==> src/rtl/irq_router_pkg.sv <==
package irq_router_pkg;

   typedef enum logic [1:0] {
      SZ_BYTE  = 2'd0,
      SZ_HALF  = 2'd1,
      SZ_WORD  = 2'd2,
      SZ_DWORD = 2'd3
   } acc_size_e;

   localparam int IDX_SHIFT = 6;
   localparam int MASK_BASE = 0;
   localparam int VIEW_BASE = 4;
   localparam int REQ_INDEX = 8;
   localparam int MAX_CPU   = 4;

endpackage

==> src/rtl/irq_req_reg.sv <==
module irq_req_reg #(
   parameter int NUM_SRC = 64,
   localparam int LINE_W = $clog2(NUM_SRC)
) (
   input  logic               clk,
   input  logic               rst_n,
   input  logic               dev_valid_i,
   input  logic               dev_assert_i,
   input  logic [LINE_W-1:0]  dev_line_i,
   output logic [NUM_SRC-1:0] req_q_o,
   output logic [NUM_SRC-1:0] req_next_o,
   output logic [NUM_SRC-1:0] rise_o
);

   logic [NUM_SRC-1:0] req_q;
   logic [NUM_SRC-1:0] req_next;
   logic [NUM_SRC-1:0] line_hot;

   always_comb begin
      line_hot = '0;
      line_hot[dev_line_i] = 1'b1;
   end

   always_comb begin
      req_next = req_q;
      if (dev_valid_i) begin
         if (dev_assert_i)
            req_next = req_q | line_hot;
         else if ((req_q & line_hot) != '0)
            req_next = req_q & ~line_hot;
      end
   end

   always_ff @(posedge clk) begin
      if (!rst_n) req_q <= '0;
      else        req_q <= req_next;
   end

   assign rise_o     = (dev_valid_i && dev_assert_i) ? line_hot : '0;
   assign req_q_o    = req_q;
   assign req_next_o = req_next;

   // a deassert of an already clear line leaves the register alone
   p_spurious_ignored_r6: assert property (@(posedge clk) disable iff (!rst_n)
      (dev_valid_i && !dev_assert_i && !req_q[dev_line_i]) |=> (req_q == $past(req_q)));

   // an assert event leaves its line set
   p_line_set_r5: assert property (@(posedge clk) disable iff (!rst_n)
      (dev_valid_i && dev_assert_i) |=> req_q[$past(dev_line_i)]);

endmodule

==> src/rtl/irq_cpu_slice.sv <==
module irq_cpu_slice #(
   parameter int NUM_SRC = 64
) (
   input  logic               clk,
   input  logic               rst_n,
   input  logic               mask_we_i,
   input  logic [NUM_SRC-1:0] wdata_i,
   input  logic [NUM_SRC-1:0] req_q_i,
   input  logic [NUM_SRC-1:0] req_next_i,
   input  logic [NUM_SRC-1:0] rise_i,
   output logic [NUM_SRC-1:0] mask_o,
   output logic [NUM_SRC-1:0] view_o,
   output logic               irq_o
);

   logic [NUM_SRC-1:0] mask_q, mask_next;
   logic [NUM_SRC-1:0] view_q, view_next;
   logic [NUM_SRC-1:0] posted_q, posted_next;
   logic [NUM_SRC-1:0] post_set, post_clr;
   logic               irq_q;

   always_comb begin
      mask_next   = mask_we_i ? wdata_i : mask_q;
      view_next   = mask_next & req_next_i;
      // incremental update: only bits that changed are touched
      post_set    = (mask_next & ~mask_q & req_next_i) | (rise_i & mask_next);
      post_clr    = view_q & ~view_next;
      posted_next = (posted_q | post_set) & ~post_clr;
   end

   always_ff @(posedge clk) begin
      if (!rst_n) begin
         mask_q   <= '0;
         view_q   <= '0;
         posted_q <= '0;
         irq_q    <= 1'b0;
      end else begin
         mask_q   <= mask_next;
         view_q   <= view_next;
         posted_q <= posted_next;
         irq_q    <= |posted_q;
      end
   end

   assign mask_o = mask_q;
   assign view_o = view_q;
   assign irq_o  = irq_q;

   // incremental posted vector tracks the recomputed view
   p_posted_matches_view_r2: assert property (@(posedge clk) disable iff (!rst_n)
      posted_q == view_q);

   // the view register equals mask AND shared request
   p_view_is_and_r2: assert property (@(posedge clk) disable iff (!rst_n)
      view_q == (mask_q & req_q_i));

   // output is the registered OR of the posted vector
   p_irq_level_r10: assert property (@(posedge clk) disable iff (!rst_n)
      1'b1 |=> (irq_q == $past(|posted_q)));

   // mask only moves on an enabled write
   p_mask_hold_r9: assert property (@(posedge clk) disable iff (!rst_n)
      !mask_we_i |=> (mask_q == $past(mask_q)));

endmodule

==> src/rtl/irq_csr_decode.sv <==
module irq_csr_decode
   import irq_router_pkg::*;
#(
   parameter int NUM_CPU = 4,
   parameter int NUM_SRC = 64,
   parameter int ADDR_W  = 12,
   localparam int IDX_W  = ADDR_W - IDX_SHIFT
) (
   input  logic                            clk,
   input  logic                            rst_n,
   input  logic                            bus_valid_i,
   input  logic                            bus_write_i,
   input  logic [ADDR_W-1:0]               bus_addr_i,
   input  logic [1:0]                      bus_size_i,
   input  logic [NUM_CPU-1:0][NUM_SRC-1:0] mask_i,
   input  logic [NUM_CPU-1:0][NUM_SRC-1:0] view_i,
   input  logic [NUM_SRC-1:0]              req_i,
   output logic [NUM_CPU-1:0]              mask_we_o,
   output logic                            rvalid_o,
   output logic [NUM_SRC-1:0]              rdata_o,
   output logic                            err_o
);

   logic [IDX_W-1:0]   idx;
   logic [IDX_SHIFT-1:0] unused_low;
   logic               size_ok;
   logic               hit_mask, hit_view, hit_req;
   logic               bad;
   logic [NUM_SRC-1:0] rd_mux;
   logic               rvalid_q, err_q;
   logic [NUM_SRC-1:0] rdata_q;

   assign idx        = bus_addr_i[ADDR_W-1:IDX_SHIFT];
   assign unused_low = bus_addr_i[IDX_SHIFT-1:0];
   assign size_ok    = (acc_size_e'(bus_size_i) == SZ_DWORD);
   assign hit_mask   = (int'(idx) >= MASK_BASE) && (int'(idx) < MASK_BASE + NUM_CPU);
   assign hit_view   = (int'(idx) >= VIEW_BASE) && (int'(idx) < VIEW_BASE + NUM_CPU);
   assign hit_req    = (int'(idx) == REQ_INDEX);
   assign bad        = !size_ok || !(hit_mask || hit_view || hit_req) ||
                       (bus_write_i && !hit_mask);

   for (genvar c = 0; c < NUM_CPU; c++) begin : g_we
      assign mask_we_o[c] = bus_valid_i && bus_write_i && size_ok &&
                            (int'(idx) == MASK_BASE + c);
   end

   always_comb begin
      rd_mux = '0;
      if (!bus_write_i && !bad) begin
         if (hit_req) rd_mux = req_i;
         for (int c = 0; c < NUM_CPU; c++) begin
            if (int'(idx) == MASK_BASE + c) rd_mux = mask_i[c];
            if (int'(idx) == VIEW_BASE + c) rd_mux = view_i[c];
         end
      end
   end

   always_ff @(posedge clk) begin
      if (!rst_n) begin
         rvalid_q <= 1'b0;
         err_q    <= 1'b0;
         rdata_q  <= '0;
      end else begin
         rvalid_q <= bus_valid_i;
         err_q    <= bus_valid_i && bad;
         rdata_q  <= bus_valid_i ? rd_mux : '0;
      end
   end

   assign rvalid_o = rvalid_q;
   assign err_o    = err_q;
   assign rdata_o  = rdata_q;

   // error only accompanies a response
   p_err_with_resp_r8: assert property (@(posedge clk) disable iff (!rst_n)
      err_q |-> rvalid_q);

   // erroring access returns zero
   p_err_zero_data_r9: assert property (@(posedge clk) disable iff (!rst_n)
      err_q |-> (rdata_q == '0));

   // one response per access, one cycle later
   p_resp_follows_r12: assert property (@(posedge clk) disable iff (!rst_n)
      bus_valid_i |=> rvalid_q);

endmodule

==> src/rtl/irq_router.sv <==
module irq_router
   import irq_router_pkg::*;
#(
   parameter int NUM_CPU = 4,
   parameter int NUM_SRC = 64,
   parameter int ADDR_W  = 12,
   localparam int LINE_W = $clog2(NUM_SRC)
) (
   input  logic               clk,
   input  logic               rst_n,
   input  logic               dev_valid_i,
   input  logic               dev_assert_i,
   input  logic [LINE_W-1:0]  dev_line_i,
   input  logic               bus_valid_i,
   input  logic               bus_write_i,
   input  logic [ADDR_W-1:0]  bus_addr_i,
   input  logic [1:0]         bus_size_i,
   input  logic [NUM_SRC-1:0] bus_wdata_i,
   output logic               bus_rvalid_o,
   output logic [NUM_SRC-1:0] bus_rdata_o,
   output logic               bus_err_o,
   output logic [NUM_CPU-1:0] cpu_irq_o
);

   if (NUM_CPU < 1 || NUM_CPU > MAX_CPU) begin : g_bad_cpu
      $error("irq_router: NUM_CPU must lie in 1..4");
   end
   if (NUM_SRC != 64) begin : g_bad_src
      $error("irq_router: NUM_SRC must match the 64-bit register bus");
   end
   if (ADDR_W < IDX_SHIFT + 4) begin : g_bad_addr
      $error("irq_router: ADDR_W too narrow for the register map");
   end

   logic [NUM_SRC-1:0]              req_q, req_next, rise;
   logic [NUM_CPU-1:0]              mask_we;
   logic [NUM_CPU-1:0][NUM_SRC-1:0] mask_all, view_all;

   irq_req_reg #(.NUM_SRC(NUM_SRC)) u_req (
      .clk          (clk),
      .rst_n        (rst_n),
      .dev_valid_i  (dev_valid_i),
      .dev_assert_i (dev_assert_i),
      .dev_line_i   (dev_line_i),
      .req_q_o      (req_q),
      .req_next_o   (req_next),
      .rise_o       (rise)
   );

   for (genvar c = 0; c < NUM_CPU; c++) begin : g_cpu
      irq_cpu_slice #(.NUM_SRC(NUM_SRC)) u_slice (
         .clk        (clk),
         .rst_n      (rst_n),
         .mask_we_i  (mask_we[c]),
         .wdata_i    (bus_wdata_i),
         .req_q_i    (req_q),
         .req_next_i (req_next),
         .rise_i     (rise),
         .mask_o     (mask_all[c]),
         .view_o     (view_all[c]),
         .irq_o      (cpu_irq_o[c])
      );
   end

   irq_csr_decode #(
      .NUM_CPU (NUM_CPU),
      .NUM_SRC (NUM_SRC),
      .ADDR_W  (ADDR_W)
   ) u_csr (
      .clk         (clk),
      .rst_n       (rst_n),
      .bus_valid_i (bus_valid_i),
      .bus_write_i (bus_write_i),
      .bus_addr_i  (bus_addr_i),
      .bus_size_i  (bus_size_i),
      .mask_i      (mask_all),
      .view_i      (view_all),
      .req_i       (req_q),
      .mask_we_o   (mask_we),
      .rvalid_o    (bus_rvalid_o),
      .rdata_o     (bus_rdata_o),
      .err_o       (bus_err_o)
   );

endmodule

==> config.mk <==
export PLATFORM = sky130hd
export DESIGN_NAME = irq_router
export DESIGN_NICKNAME = d
export VERILOG_FILES = /design/src/rtl/irq_router_pkg.sv /design/src/rtl/irq_req_reg.sv /design/src/rtl/irq_cpu_slice.sv /design/src/rtl/irq_csr_decode.sv /design/src/rtl/irq_router.sv
export SDC_FILE = /design/constraint.sdc
export NUM_CORES = 2
export LEC_CHECK = 0
export BUFFER_PORTS_ARGS = -buffer_cell sky130_fd_sc_hd__buf_4
export CAP_MARGIN = 25
export CORE_MARGIN = 8
export CORE_UTILIZATION = 55
export DETAILED_ROUTE_END_ITERATION = 10
export HOLD_SLACK_MARGIN = 0.05
export PLACE_DENSITY_LB_ADDON = 0.1
export SLEW_MARGIN = 20
export SYNTH_ARGS = -nofsm -noshare
export SYNTH_HDL_FRONTEND = slang
export SYNTH_HIERARCHICAL = 1
export SYNTH_SLANG_ARGS = --single-unit
==> constraint.sdc <==
create_clock -name clk -period 3.4 [get_ports clk]
set_input_delay 0.34 -clock clk [delete_from_list [all_inputs] [get_ports clk]]
set_output_delay 0.34 -clock clk [all_outputs]
set_load 0.005 [all_outputs]
==> impl_metrics.ini <==
[floorplanning]
pin_count = 160
num_rows = 104
die-area_um2 = 91000
coreArea_um2 = 80700
die_w_um = 302
initial_core_util = 0.556
die_h_um = 302

[timing]
fin_crit_sh = 0.942
setup_viol = 0
period_minus_slack_ns = 3.20
worst_pin_slew_ns = 1.17
final_max_slew_viol_count = 0
max_slew_margin = 0.223
rsz0062_at_grt = no
tns_ns = 0
skew_ns = 0.0169
hold_viol = 0
fmax_mhz = 312

[power_and_ir_drop]
leakage_nw = 22.6
p_per_area_nw_per_um2 = 441
vdd.ir_drop.worst_mv = 0.423

[synthesis]
ys_seq_area_frac = 0.402
synthTopCellsByArea = dfxtp_1 (40%), nor2b_1 (10%), a2bb2oi_2 (8.0%)
ys_ff_latch = 902
avgSynthCellArea_um2 = 9.61
synth_edf_count = 0
yosysUniqueCellTypes = 75
syn_inst = 4672
yosys_warnings = 6
synth_nets = 4762
async_flop_share = 0
ys.flop_type = dfxtp_1
synth_top_area_frac = 0.402
syn-cell-area_um2 = 44900
yosysTopAreaCell = dfxtp_1

[global_route]
grt_use_total = 0.325
grt_max_degree = 210
grt_pass1_vias = 37100
grt_pass1_wl_mm = 229
grt_remaining_overflow = 0
antenna_found_initial = 18

[clocking]
cts_buffer_depth = 3
cts_max_level = 3
cts_root_buf = clkbuf_16
cts_tree = yes
cts.clk_slew.worst_paths_ns = 0.06
cts.sinks = 902
insertion_delay_ns = 0.66
post_cts_buffers = 0
numCtsBuffers = 97

[outcome]
status = complete, no violations

[layout]
areaGrowthSynthToFinish_pct = 15.0
final_common_cell = dfxtp_1
drive_gt1_frac = 0.214
final_cell_mix = dfxtp_1 (902), nor2b_1 (715), buf_4 (380), a21oi_1 (374), o21ai_0 (360)
layout.nets = 4996
fin_cells = 6057
nFillCells = 6768

[setup_path]
max_stage_delay_ns = 0.48
start_kind = flip-flop
required_ns = 3.98
cp_top_family = compound AO/OA/AOI/OAI gates
slowest_stage = a221oi_1
path_class = flip-flop to flip-flop
path_buf_inv = 2
cp-end-kind = flip-flop
arrival_ns = 3.78
cp_max_fo = 32
worstPathCellList = mux2_1, a221oi_1, nand4_1, a2111oi_4, a41oi_4, buf_12, a31oi_1, buf_4, nor2b_1, o21ai_0, a2bb2oi_2

[route]
drtIter0Drc = 3687
wire_per_inst_um = 25.4
viasPerCell = 6.42
dr_total_vias = 38900
wirelength_mm = 154
drt_first_pass_iters = 5
ant_nets = 0
drc = 0

[flow_run]
drv_cap = 0

[placement]
port-buffer-count = 153
hpwl_mm = 102
placed_cells = 5862
gp_congestion = 0.933

[hold_path]
hp-class = input pin to flip-flop
## where the power goes
| part | internal, mW | switching [mW] | total [mW] |
|---|---|---|---|
| clock network | 6.63 | 4.47 | 11.1 |
| registers | 10.6 | 0.00674 | 10.6 |
| logic | 0.400 | 0.704 | 1.10 |
| total | 17.6 | 5.18 | 22.8 |
## cell usage after synthesis (5+ instances only)
cell type  instances
nand3_1           19
nor3_1             6
a221oi_1          36
a22o_1            21
nor4_1           100
or3b_2             7
o21a_1           256
a31oi_1           71
o22ai_1           26
mux2i_1           75
dfxtp_1          902
buf_4             13
nor2b_2           40
nor3b_1            5
o211a_1          252
and2_1           117
and2b_1           12
and2_4           160
buf_1              7
nand2_1           70
nor2b_1          716
a2bb2oi_2        240
a31o_1            12
buf_6             43
inv_1              5
a221o_1            7
a211oi_1          34
clkbuf_1         104
buf_2            110
nand3b_1          25
a211o_1            9
a31o_2             7
a311oi_1          17
a2bb2oi_1         43
nand4_1           20
o221ai_1          40
a22oi_1           22
a21oi_1          374
nor2_1           212
o21ai_0          360
and3b_1            5
mux2_2             8
## what timing repair did
item / CTS / global route
resized for setup: 0 / 1
setup endpoints to repair: 0 / 6
hold buffers: 5 / 0
hold endpoints to repair: 12 / 0
## tightest hold or removal path: stages
cell and delay (ns):
buf_4 0.11, and2_4 0.15, o21a_1 0.11
## path summary, 6_finish.rpt
path                                                   from                             to  slack, ns  depth (start not counted)
worst max-delay path                      u_req/req_q_o[19]  g_cpu[3].u_slice/posted_q[11]       0.20                         11
worst min-delay path                        bus_wdata_i[44]    g_cpu[1].u_slice/mask_o[44]       0.07                          3
worst max register to register            u_req/req_q_o[19]  g_cpu[3].u_slice/posted_q[11]       0.20                         11
worst min register to register  g_cpu[2].u_slice/mask_o[44]              u_csr/rdata_o[44]       0.49                          2
## routing by layer
layer | global-route usage | up-vias | part of all wire
met5 | 0 | - | 0.00068
met4 | 0.128 | 16 | 0.042
met3 | 0.0954 | 369 | 0.11
met2 | 0.488 | 1796 | 0.42
met1 | 0.437 | 18900 | 0.43
li1 | - | 17800 | -
## sequential cells by signal, indices dropped and copies added (netlist names)
| name | flops |
|---|---|
| g_cpu.u_slice/irq_o | 4 |
| g_cpu.u_slice/mask_o | 256 |
| g_cpu.u_slice/posted_q | 256 |
| g_cpu.u_slice/view_o | 256 |
| u_csr/err_o | 1 |
| u_csr/rdata_o | 64 |
| u_csr/rvalid_o | 1 |
| u_req/req_q_o | 64 |
## metrics by stage
step | util | total power, mW | instance area (µm²) | worst slack, ns | hold slack [ns]
6_report | 0.640 | 22.8 | 51600 | 0.197 | 0.0721
4_1_cts | 0.639 | 22.8 | 51600 | 0.235 | 0.0512
3_3_place_gp | 0.597 | 11.9 | 48200 | -0.0923 | 0.491
2_1_floorplan | - | 11.4 | 44900 | 0.268 | 0.458
3_5_place_dp | 0.597 | 11.9 | 48200 | -0.0948 | 0.478
5_1_grt | 0.639 | 23.3 | 51600 | 0.0663 | 0.0566
## final cells by class
class | instances | area, µm² | area share
multi-input combinational | 3481 | 25300 | 0.490
timing repair buffer | 417 | 3530 | 0.0684
sequential | 902 | 18100 | 0.350
antenna | 10 | 25.0 | 0.000485
inverter | 7 | 26.3 | 0.000509
tap | 1060 | 1330 | 0.0257
clock buffer | 158 | 3010 | 0.0584
clock inverter | 22 | 320 | 0.00621
## cells by family after synthesis
family | count (synthesis) | share of synthesized area
compound gates | 1851 | 0.328
simple gates | 1544 | 0.214
flops | 902 | 0.402
buf+inv | 289 | 0.0365
mux | 86 | 0.0200
Note: power is estimated with default switching activity, not from simulation.
